$ cat src/rtl/bmf_pkg.sv
package bmf_pkg;
  localparam logic [1:0] SYM_ZERO = 2'b00;
  localparam logic [1:0] SYM_POS  = 2'b01;
  localparam logic [1:0] SYM_NEG  = 2'b11;

  typedef enum logic [1:0] {
    RX_HUNT = 2'd0,
    RX_DATA = 2'd1,
    RX_DONE = 2'd2
  } rx_state_t;
endpackage

$ cat src/rtl/bmf_tx.sv
module bmf_tx
  import bmf_pkg::*;
#(
  parameter int PAY_W   = 36,
  parameter int SCR_LEN = 9,
  parameter int SCR_TAP = 5
) (
  input  logic             clk,
  input  logic             rst_n,
  input  logic             line_up,
  input  logic             burst_go,
  input  logic             sym_en,
  input  logic [PAY_W-1:0] payload,
  output logic [1:0]       tx_sym,
  output logic             busy
);
  localparam int IDX_W = $clog2(PAY_W + 2);

  logic [IDX_W-1:0]   idx_q, idx_d;
  logic [PAY_W-1:0]   sh_q, sh_d;
  logic [SCR_LEN-1:0] scr_q, scr_d;
  logic               neg_q, neg_d;
  logic               busy_d;
  logic [1:0]         sym_d;
  logic               bit_c;

  always_comb begin
    idx_d  = idx_q;
    sh_d   = sh_q;
    scr_d  = scr_q;
    neg_d  = neg_q;
    busy_d = busy;
    sym_d  = tx_sym;
    bit_c  = 1'b0;
    if (!line_up) begin
      idx_d  = '0;
      sh_d   = '0;
      scr_d  = '1;
      neg_d  = 1'b1;
      busy_d = 1'b0;
      sym_d  = SYM_ZERO;
    end else if (burst_go) begin
      idx_d  = '0;
      sh_d   = payload;
      busy_d = 1'b1;
      sym_d  = SYM_ZERO;
    end else if (sym_en) begin
      if (busy) begin
        if (idx_q == '0) begin
          bit_c = 1'b1;
        end else begin
          bit_c = sh_q[PAY_W-1] ^ scr_q[SCR_LEN-1] ^ scr_q[SCR_TAP-1];
          scr_d = {scr_q[SCR_LEN-2:0], bit_c};
          sh_d  = {sh_q[PAY_W-2:0], 1'b0};
        end
        if (bit_c) begin
          sym_d = neg_q ? SYM_POS : SYM_NEG;
          neg_d = ~neg_q;
        end else begin
          sym_d = SYM_ZERO;
        end
        if (idx_q == IDX_W'(PAY_W)) busy_d = 1'b0;
        idx_d = idx_q + 1'b1;
      end else begin
        sym_d = SYM_ZERO;
      end
    end
  end

  always_ff @(posedge clk or negedge rst_n) begin
    if (!rst_n) begin
      idx_q  <= '0;
      sh_q   <= '0;
      scr_q  <= '1;
      neg_q  <= 1'b1;
      busy   <= 1'b0;
      tx_sym <= SYM_ZERO;
    end else begin
      idx_q  <= idx_d;
      sh_q   <= sh_d;
      scr_q  <= scr_d;
      neg_q  <= neg_d;
      busy   <= busy_d;
      tx_sym <= sym_d;
    end
  end
endmodule

$ cat src/rtl/bmf_rx.sv
module bmf_rx
  import bmf_pkg::*;
#(
  parameter int PAY_W   = 36,
  parameter int SCR_LEN = 9,
  parameter int SCR_TAP = 5
) (
  input  logic             clk,
  input  logic             rst_n,
  input  logic             line_up,
  input  logic             burst_go,
  input  logic             sym_en,
  input  logic             listen,
  input  logic [1:0]       rx_sym,
  output logic [PAY_W-1:0] rx_payload,
  output logic             rx_valid,
  output logic             rx_bpv,
  output logic             frame_ok
);
  localparam int CNT_W = $clog2(PAY_W + 1);

  rx_state_t          st_q, st_d;
  logic [CNT_W-1:0]   cnt_q, cnt_d;
  logic [PAY_W-1:0]   sh_q, sh_d, pay_d;
  logic [SCR_LEN-1:0] dsc_q, dsc_d;
  logic               neg_q, neg_d, viol_q, viol_d;
  logic               valid_d, bpv_d, ok_d;
  logic               mark, is_neg, dbit;

  assign mark   = (rx_sym == SYM_POS) || (rx_sym == SYM_NEG);
  assign is_neg = (rx_sym == SYM_NEG);
  assign dbit   = mark ^ dsc_q[SCR_LEN-1] ^ dsc_q[SCR_TAP-1];

  always_comb begin
    st_d    = st_q;
    cnt_d   = cnt_q;
    sh_d    = sh_q;
    pay_d   = rx_payload;
    dsc_d   = dsc_q;
    neg_d   = neg_q;
    viol_d  = viol_q;
    ok_d    = frame_ok;
    valid_d = 1'b0;
    bpv_d   = 1'b0;
    if (!line_up) begin
      st_d   = RX_HUNT;
      cnt_d  = '0;
      sh_d   = '0;
      dsc_d  = '1;
      neg_d  = 1'b0;
      viol_d = 1'b0;
      ok_d   = 1'b0;
    end else if (burst_go) begin
      st_d   = RX_HUNT;
      viol_d = 1'b0;
      ok_d   = 1'b0;
    end else if (sym_en && listen) begin
      case (st_q)
        RX_HUNT: begin
          if (mark) begin
            st_d   = RX_DATA;
            cnt_d  = '0;
            neg_d  = is_neg;
            viol_d = 1'b0;
          end
        end
        RX_DATA: begin
          if (mark) begin
            if (is_neg == neg_q) viol_d = 1'b1;
            neg_d = is_neg;
          end
          dsc_d = {dsc_q[SCR_LEN-2:0], mark};
          sh_d  = {sh_q[PAY_W-2:0], dbit};
          cnt_d = cnt_q + 1'b1;
          if (cnt_q == CNT_W'(PAY_W - 1)) begin
            st_d    = RX_DONE;
            ok_d    = 1'b1;
            valid_d = 1'b1;
            pay_d   = {sh_q[PAY_W-2:0], dbit};
            bpv_d   = viol_d;
          end
        end
        default: st_d = RX_DONE;
      endcase
    end
  end

  always_ff @(posedge clk or negedge rst_n) begin
    if (!rst_n) begin
      st_q       <= RX_HUNT;
      cnt_q      <= '0;
      sh_q       <= '0;
      rx_payload <= '0;
      dsc_q      <= '1;
      neg_q      <= 1'b0;
      viol_q     <= 1'b0;
      frame_ok   <= 1'b0;
      rx_valid   <= 1'b0;
      rx_bpv     <= 1'b0;
    end else begin
      st_q       <= st_d;
      cnt_q      <= cnt_d;
      sh_q       <= sh_d;
      rx_payload <= pay_d;
      dsc_q      <= dsc_d;
      neg_q      <= neg_d;
      viol_q     <= viol_d;
      frame_ok   <= ok_d;
      rx_valid   <= valid_d;
      rx_bpv     <= bpv_d;
    end
  end
endmodule

$ cat src/rtl/bmf_sync.sv
module bmf_sync #(
  parameter int SYNC_N = 4
) (
  input  logic clk,
  input  logic rst_n,
  input  logic line_up,
  input  logic burst_go,
  input  logic frame_ok,
  output logic line_sync
);
  localparam int CNT_W = $clog2(SYNC_N + 1);

  logic [CNT_W-1:0] cnt_q, cnt_d;
  logic             sync_d;
  logic             hit, last;

  assign hit  = (frame_ok != line_sync);
  assign last = (cnt_q == CNT_W'(SYNC_N - 1));

  always_comb begin
    cnt_d  = cnt_q;
    sync_d = line_sync;
    if (!line_up) begin
      cnt_d  = '0;
      sync_d = 1'b0;
    end else if (burst_go) begin
      if (!hit) begin
        cnt_d = '0;
      end else if (last) begin
        cnt_d  = '0;
        sync_d = ~line_sync;
      end else begin
        cnt_d = cnt_q + 1'b1;
      end
    end
  end

  always_ff @(posedge clk or negedge rst_n) begin
    if (!rst_n) begin
      cnt_q     <= '0;
      line_sync <= 1'b0;
    end else begin
      cnt_q     <= cnt_d;
      line_sync <= sync_d;
    end
  end
endmodule

$ cat src/rtl/burst_ami_framer.sv
module burst_ami_framer #(
  parameter int B_W     = 8,
  parameter int D_W     = 2,
  parameter int SCR_LEN = 9,
  parameter int SCR_TAP = 5,
  parameter int SYNC_N  = 4,
  localparam int FRM_W  = 2 * B_W + D_W,
  localparam int PAY_W  = 2 * FRM_W
) (
  input  logic             clk,
  input  logic             rst_n,
  input  logic             line_up,
  input  logic             frame_tick,
  input  logic             sym_en,
  input  logic [B_W-1:0]   tx_b1,
  input  logic [B_W-1:0]   tx_b2,
  input  logic [D_W-1:0]   tx_d,
  input  logic [1:0]       rx_sym,
  output logic [1:0]       tx_sym,
  output logic [PAY_W-1:0] rx_payload,
  output logic             rx_valid,
  output logic             rx_bpv,
  output logic             line_sync
);
  logic [1:0]       rst_pipe;
  logic             rst_core_n;
  logic             phase_q, phase_d;
  logic [FRM_W-1:0] hold_q, hold_d;
  logic             burst_go, tx_busy, frame_ok;
  logic [PAY_W-1:0] tx_payload;

  always_ff @(posedge clk or negedge rst_n) begin
    if (!rst_n) rst_pipe <= '0;
    else        rst_pipe <= {rst_pipe[0], 1'b1};
  end
  assign rst_core_n = rst_pipe[1];

  assign burst_go   = line_up & frame_tick & phase_q;
  assign tx_payload = line_sync ? {hold_q, tx_b1, tx_b2, tx_d} : '1;

  always_comb begin
    phase_d = phase_q;
    hold_d  = hold_q;
    if (!line_up) begin
      phase_d = 1'b0;
    end else if (frame_tick) begin
      phase_d = ~phase_q;
      if (!phase_q) hold_d = {tx_b1, tx_b2, tx_d};
    end
  end

  always_ff @(posedge clk or negedge rst_core_n) begin
    if (!rst_core_n) begin
      phase_q <= 1'b0;
      hold_q  <= '0;
    end else begin
      phase_q <= phase_d;
      hold_q  <= hold_d;
    end
  end

  bmf_tx #(.PAY_W(PAY_W), .SCR_LEN(SCR_LEN), .SCR_TAP(SCR_TAP)) u_tx (
    .clk(clk), .rst_n(rst_core_n), .line_up(line_up), .burst_go(burst_go),
    .sym_en(sym_en), .payload(tx_payload), .tx_sym(tx_sym), .busy(tx_busy)
  );

  bmf_rx #(.PAY_W(PAY_W), .SCR_LEN(SCR_LEN), .SCR_TAP(SCR_TAP)) u_rx (
    .clk(clk), .rst_n(rst_core_n), .line_up(line_up), .burst_go(burst_go),
    .sym_en(sym_en), .listen(~tx_busy), .rx_sym(rx_sym),
    .rx_payload(rx_payload), .rx_valid(rx_valid), .rx_bpv(rx_bpv), .frame_ok(frame_ok)
  );

  bmf_sync #(.SYNC_N(SYNC_N)) u_sync (
    .clk(clk), .rst_n(rst_core_n), .line_up(line_up), .burst_go(burst_go),
    .frame_ok(frame_ok), .line_sync(line_sync)
  );
endmodule

$ cat config.mk
export PLATFORM = sky130hd
export DESIGN_NAME = burst_ami_framer
export DESIGN_NICKNAME = d
export VERILOG_FILES = /design/src/rtl/bmf_pkg.sv /design/src/rtl/bmf_tx.sv /design/src/rtl/bmf_rx.sv /design/src/rtl/bmf_sync.sv /design/src/rtl/burst_ami_framer.sv
export SDC_FILE = /design/constraint.sdc
export NUM_CORES = 1
export LEC_CHECK = 0
export BUFFER_PORTS_ARGS = -buffer_cell sky130_fd_sc_hd__buf_2
export CELL_PAD_IN_SITES_DETAIL_PLACEMENT = 0
export CELL_PAD_IN_SITES_GLOBAL_PLACEMENT = 1
export CORE_ASPECT_RATIO = 1.25
export CORE_MARGIN = 2
export CORE_UTILIZATION = 49
export DETAILED_ROUTE_END_ITERATION = 7
export PLACE_DENSITY = 0.77
export SLEW_MARGIN = 20
export SYNTH_ARGS = -nofsm -noshare
export SYNTH_HDL_FRONTEND = slang
export SYNTH_HIERARCHICAL = 1
export SYNTH_SLANG_ARGS = --single-unit
export TNS_END_PERCENT = 5
$ cat constraint.sdc
create_clock -name clk -period 6.2 [get_ports clk]
set_clock_uncertainty 0.15 [all_clocks]
set_input_delay 1.24 -clock clk [delete_from_list [all_inputs] [get_ports clk]]
set_output_delay 1.24 -clock clk [all_outputs]
set_load 0.02 [all_outputs]
==> metrics.txt <==
Layout area overhead=13.3%; Initial Utilization=50.2%; Row Count=approximately 50; I/O Pins=66; Synth top area share=49.1%; final worst path period need=between 3 and 4 ns; Worst Hold Class=reg -> async; # placed instances=858; GRT Total Usage=between 10% and 20%; hold_ws=0.193 ns; Layout Nets=694; Comb pwr share=7.1%; Worst-Skew Late Latency=0.42 ns; routed wire length=15.2 mm; final hold violation count=0; critical path's slowest cell=buf_4; initial antenna violation count=1; Filler cells=1308; Slew @ Worst Pin=between 1 and 1.5 ns; antenna-violating nets left=0; Switch Pwr=601 µW; DR iter-0 viols=a little under 400; Die H=between 100 and 150 µm; crit path launch type=primary input; DR pass1 iterations=4; H-tree depth reported by CTS=4; Max Cap Violations=0; uppermost layer routed=met5; Tcrit/Tclk final=52.2%; met1 WL=6.87 mm; CTS tree=yes; worst-case reg-to-reg path depth=5; RSZ-0062 raised after global routing=false; sequential area share after synthesis=55.5%; post-layout util=a little under three fifths; simple-gate share of the synthesized area=9.76%; Core ar.=15600 µm²; Critical Path Fanout Max=72; post_cts resized=0; largest area contributor in the netlist=dfrtp_1; Via density=5.64; LEAKAGE=4.08 nW; layout cells sized above 1=a little under a third; Max-Slew Margin vs Limit=just over 30%; number of global-route vias before repair=5107; Top FF cell, synth=dfrtp_1; FF+latch count, synth=173; Worst EP required=between 6 and 7 ns; Max clock buf depth=2; Net Count, Synth=642; global-route wire length before repair=around 26 mm; xor-xnor portion of the synthesized cell area=between 1 and 1.5%; DR vias=~5k; cell area after synthesis=7840 µm²; Max stage delay on crit path=0.57 ns; maximum VDD drop=0.232 mV; critical path, cell by cell=buf_2 -> buf_4 -> nand2b_1 -> nor4_4 -> buf_4 -> mux2_2; Post-DP Area=approximately 8300 µm²; post-synthesis mux area share=14.2%; fmax=0.309 GHz; Async SR Flop Fraction=between 90% and 100%; CP Class=in -> reg; CTS Root Buffer Type=clkbuf_16; Int Pwr=~1.9 mW; Setup WS post-layout=2.96 ns; critical path endpoint=u_rx/rx_payload[2]$_DFFE_PN0P_; mean area per synthesized cell=between 10 and 15 µm²; reg2reg end=u_tx/sh_q[27]$_DFFE_PN0P_; power per cell area=approximately 280 nW/µm²; die area=17000 µm²; Worst Path Arrival=3.39 ns; FF-to-FF Start=phase_q$_DFFE_PN0P_; Distinct cells, synth=62; ranking of synthesized cells by area=dfrtp_1 49%, dfstp_2 6.4%, mux2i_1 5.9%; Buffers on Ports=65; met2 WL=7.51 mm; critical path endpoint category=flop; Final GP Congestion=0.852; sw frac=between 20 and 25%; Yosys warning total=6; most frequent CP cell=buf_4; dpl hpwl=9.26 mm; Clock transition at path regs=0.07 ns; Max Slew Vio Count=0; crit path from=line_up; outcome=complete, no violations; CTS sink cnt=173; Die Wd=approximately 120 µm; largest family of logic cells by synthesized area=compound AO/OA/AOI/OAI gates; met3 routed WL=614 µm; Tot Pwr=between 2 and 2.5 mW; largest net degree at the start of global routing=90; fin cells=889; Clk network pwr share=roughly 44%; postcts setup bufs=0; register share of total power=48.8%; Synth Area in Adders=less than 1%; CTS buffer count=17; Syn Inst Count=613; setup_tns=0 ns; Residual DRC=0; Place WS=~2.5 ns; final setup vio count=0; CTS Hold Bufs=0; worst reg-to-reg setup slack=about 3.6 ns; post-synthesis compound-gate area fraction=14.8%; design area=around 8900 µm²; GRT overflow=0; diodes inserted=0; number of flops mapped to enable cells by yosys=0; drt wl/cell=~17 µm
[cells in the mapped netlist (10+ instances only)]
library cell  count
a22o_1           35
dfstp_2          19
inv_1            13
o31ai_1          37
mux2i_1          46
clkbuf_1         20
nand2_1          25
a21oi_2          31
mux2_2           37
a21oi_1          12
dfrtp_1         154
buf_2            13
mux2_4           10
nand2b_1         38
[layout by cell type, fill, tap and decap left out, types with 5 or more instances in the layout]
cell type | synthesis | final
clkbuf_16 | 0 | 17
xnor2_1 | 5 | 5
nand2b_1 | 38 | 38
buf_4 | 2 | 9
nor2b_1 | 8 | 8
nand3_1 | 8 | 8
dfstp_2 | 19 | 19
inv_8 | 0 | 5
nand2_1 | 25 | 25
dfrtp_1 | 154 | 153
mux2i_1 | 46 | 46
o21ai_0 | 8 | 8
a22o_1 | 35 | 35
mux2_4 | 10 | 10
inv_1 | 13 | 13
mux2_2 | 37 | 37
mux2_1 | 8 | 8
nor2_1 | 8 | 8
o31ai_1 | 37 | 37
buf_2 | 13 | 65
a21oi_1 | 12 | 12
xor2_1 | 5 | 5
inv_6 | 0 | 5
a21oi_2 | 31 | 31
[worst min-delay path by stage]
stage / startpoint / to / slack, ns
after floorplan: rst_pipe[0]$_DFF_PN0_ / rst_pipe[1]$_DFF_PN0_ / 0.18
after global placement: rst_pipe[0]$_DFF_PN0_ / rst_pipe[1]$_DFF_PN0_ / 0.19
after detailed placement: rst_pipe[0]$_DFF_PN0_ / rst_pipe[1]$_DFF_PN0_ / 0.18
after CTS: rst_pipe[0]$_DFF_PN0_ / rst_pipe[1]$_DFF_PN0_ / 0.20
after global routing: rst_pipe[0]$_DFF_PN0_ / rst_pipe[1]$_DFF_PN0_ / 0.21
final: rst_pipe[1]$_DFF_PN0_ / u_tx/idx_q[5]$_DFFE_PN0P_ / 0.19
[critical path: cells and delay by family]
family	cells	cell delay [ns]
muxes	1	0.40
and+or+nand+nor	2	0.59
buffers and inverters	3	1.13
[routing by layer]
metal	global-route usage (%)	vias up
met2	28.7	86
li1	-	2324
met5	0	-
met3	5.33	19
met4	6.18	2
met1	25.8	2582
[cells by family (layout without fill, tap and decap cells)]
| kind of cell | after synthesis | in the layout |
|---|---|---|
| flip-flops | 173 | 173 |
| AO/OA/AOI/OAI | 147 | 147 |
| AND/OR/NAND/NOR | 121 | 121 |
| multiplexers | 101 | 101 |
| buffers and inverters | 55 | 119 |
| XOR/XNOR | 11 | 11 |
| adder cells (fa/ha/maj) | 4 | 4 |
| other | 1 | 1 |
[registers in the layout, summed over array words and instances (netlist names), 3 cells and up]
register	flops
u_rx/sh_q	35
hold_q	18
u_sync/cnt_q	3
u_rx/rx_payload	36
u_rx/dsc_q	9
u_tx/idx_q	6
u_tx/scr_q	9
u_tx/sh_q	36
u_rx/cnt_q	6
[power by group through the flow]
stage                     logic (mW)  registers (mW)  clock network [mW]
after floorplan                0.130            1.23                   0
after global placement         0.173            1.22                   0
after detailed placement       0.177            1.22                   0
after CTS                      0.178            1.20                1.12
after global routing           0.193            1.21                1.16
final                          0.176            1.20                1.09
[cell type report]
| cell class | instances | area (µm²) | share of cell area [%] |
|---|---|---|---|
| sequential | 173 | 4360 | 49.0 |
| tap | 212 | 265 | 2.99 |
| clock inverter | 14 | 174 | 1.96 |
| timing repair buffer | 75 | 404 | 4.55 |
| inverter | 13 | 48.8 | 0.549 |
| clock buffer | 17 | 425 | 4.79 |
| multi-input combinational | 385 | 3210 | 36.1 |
Power figures use the tool's default switching activity.
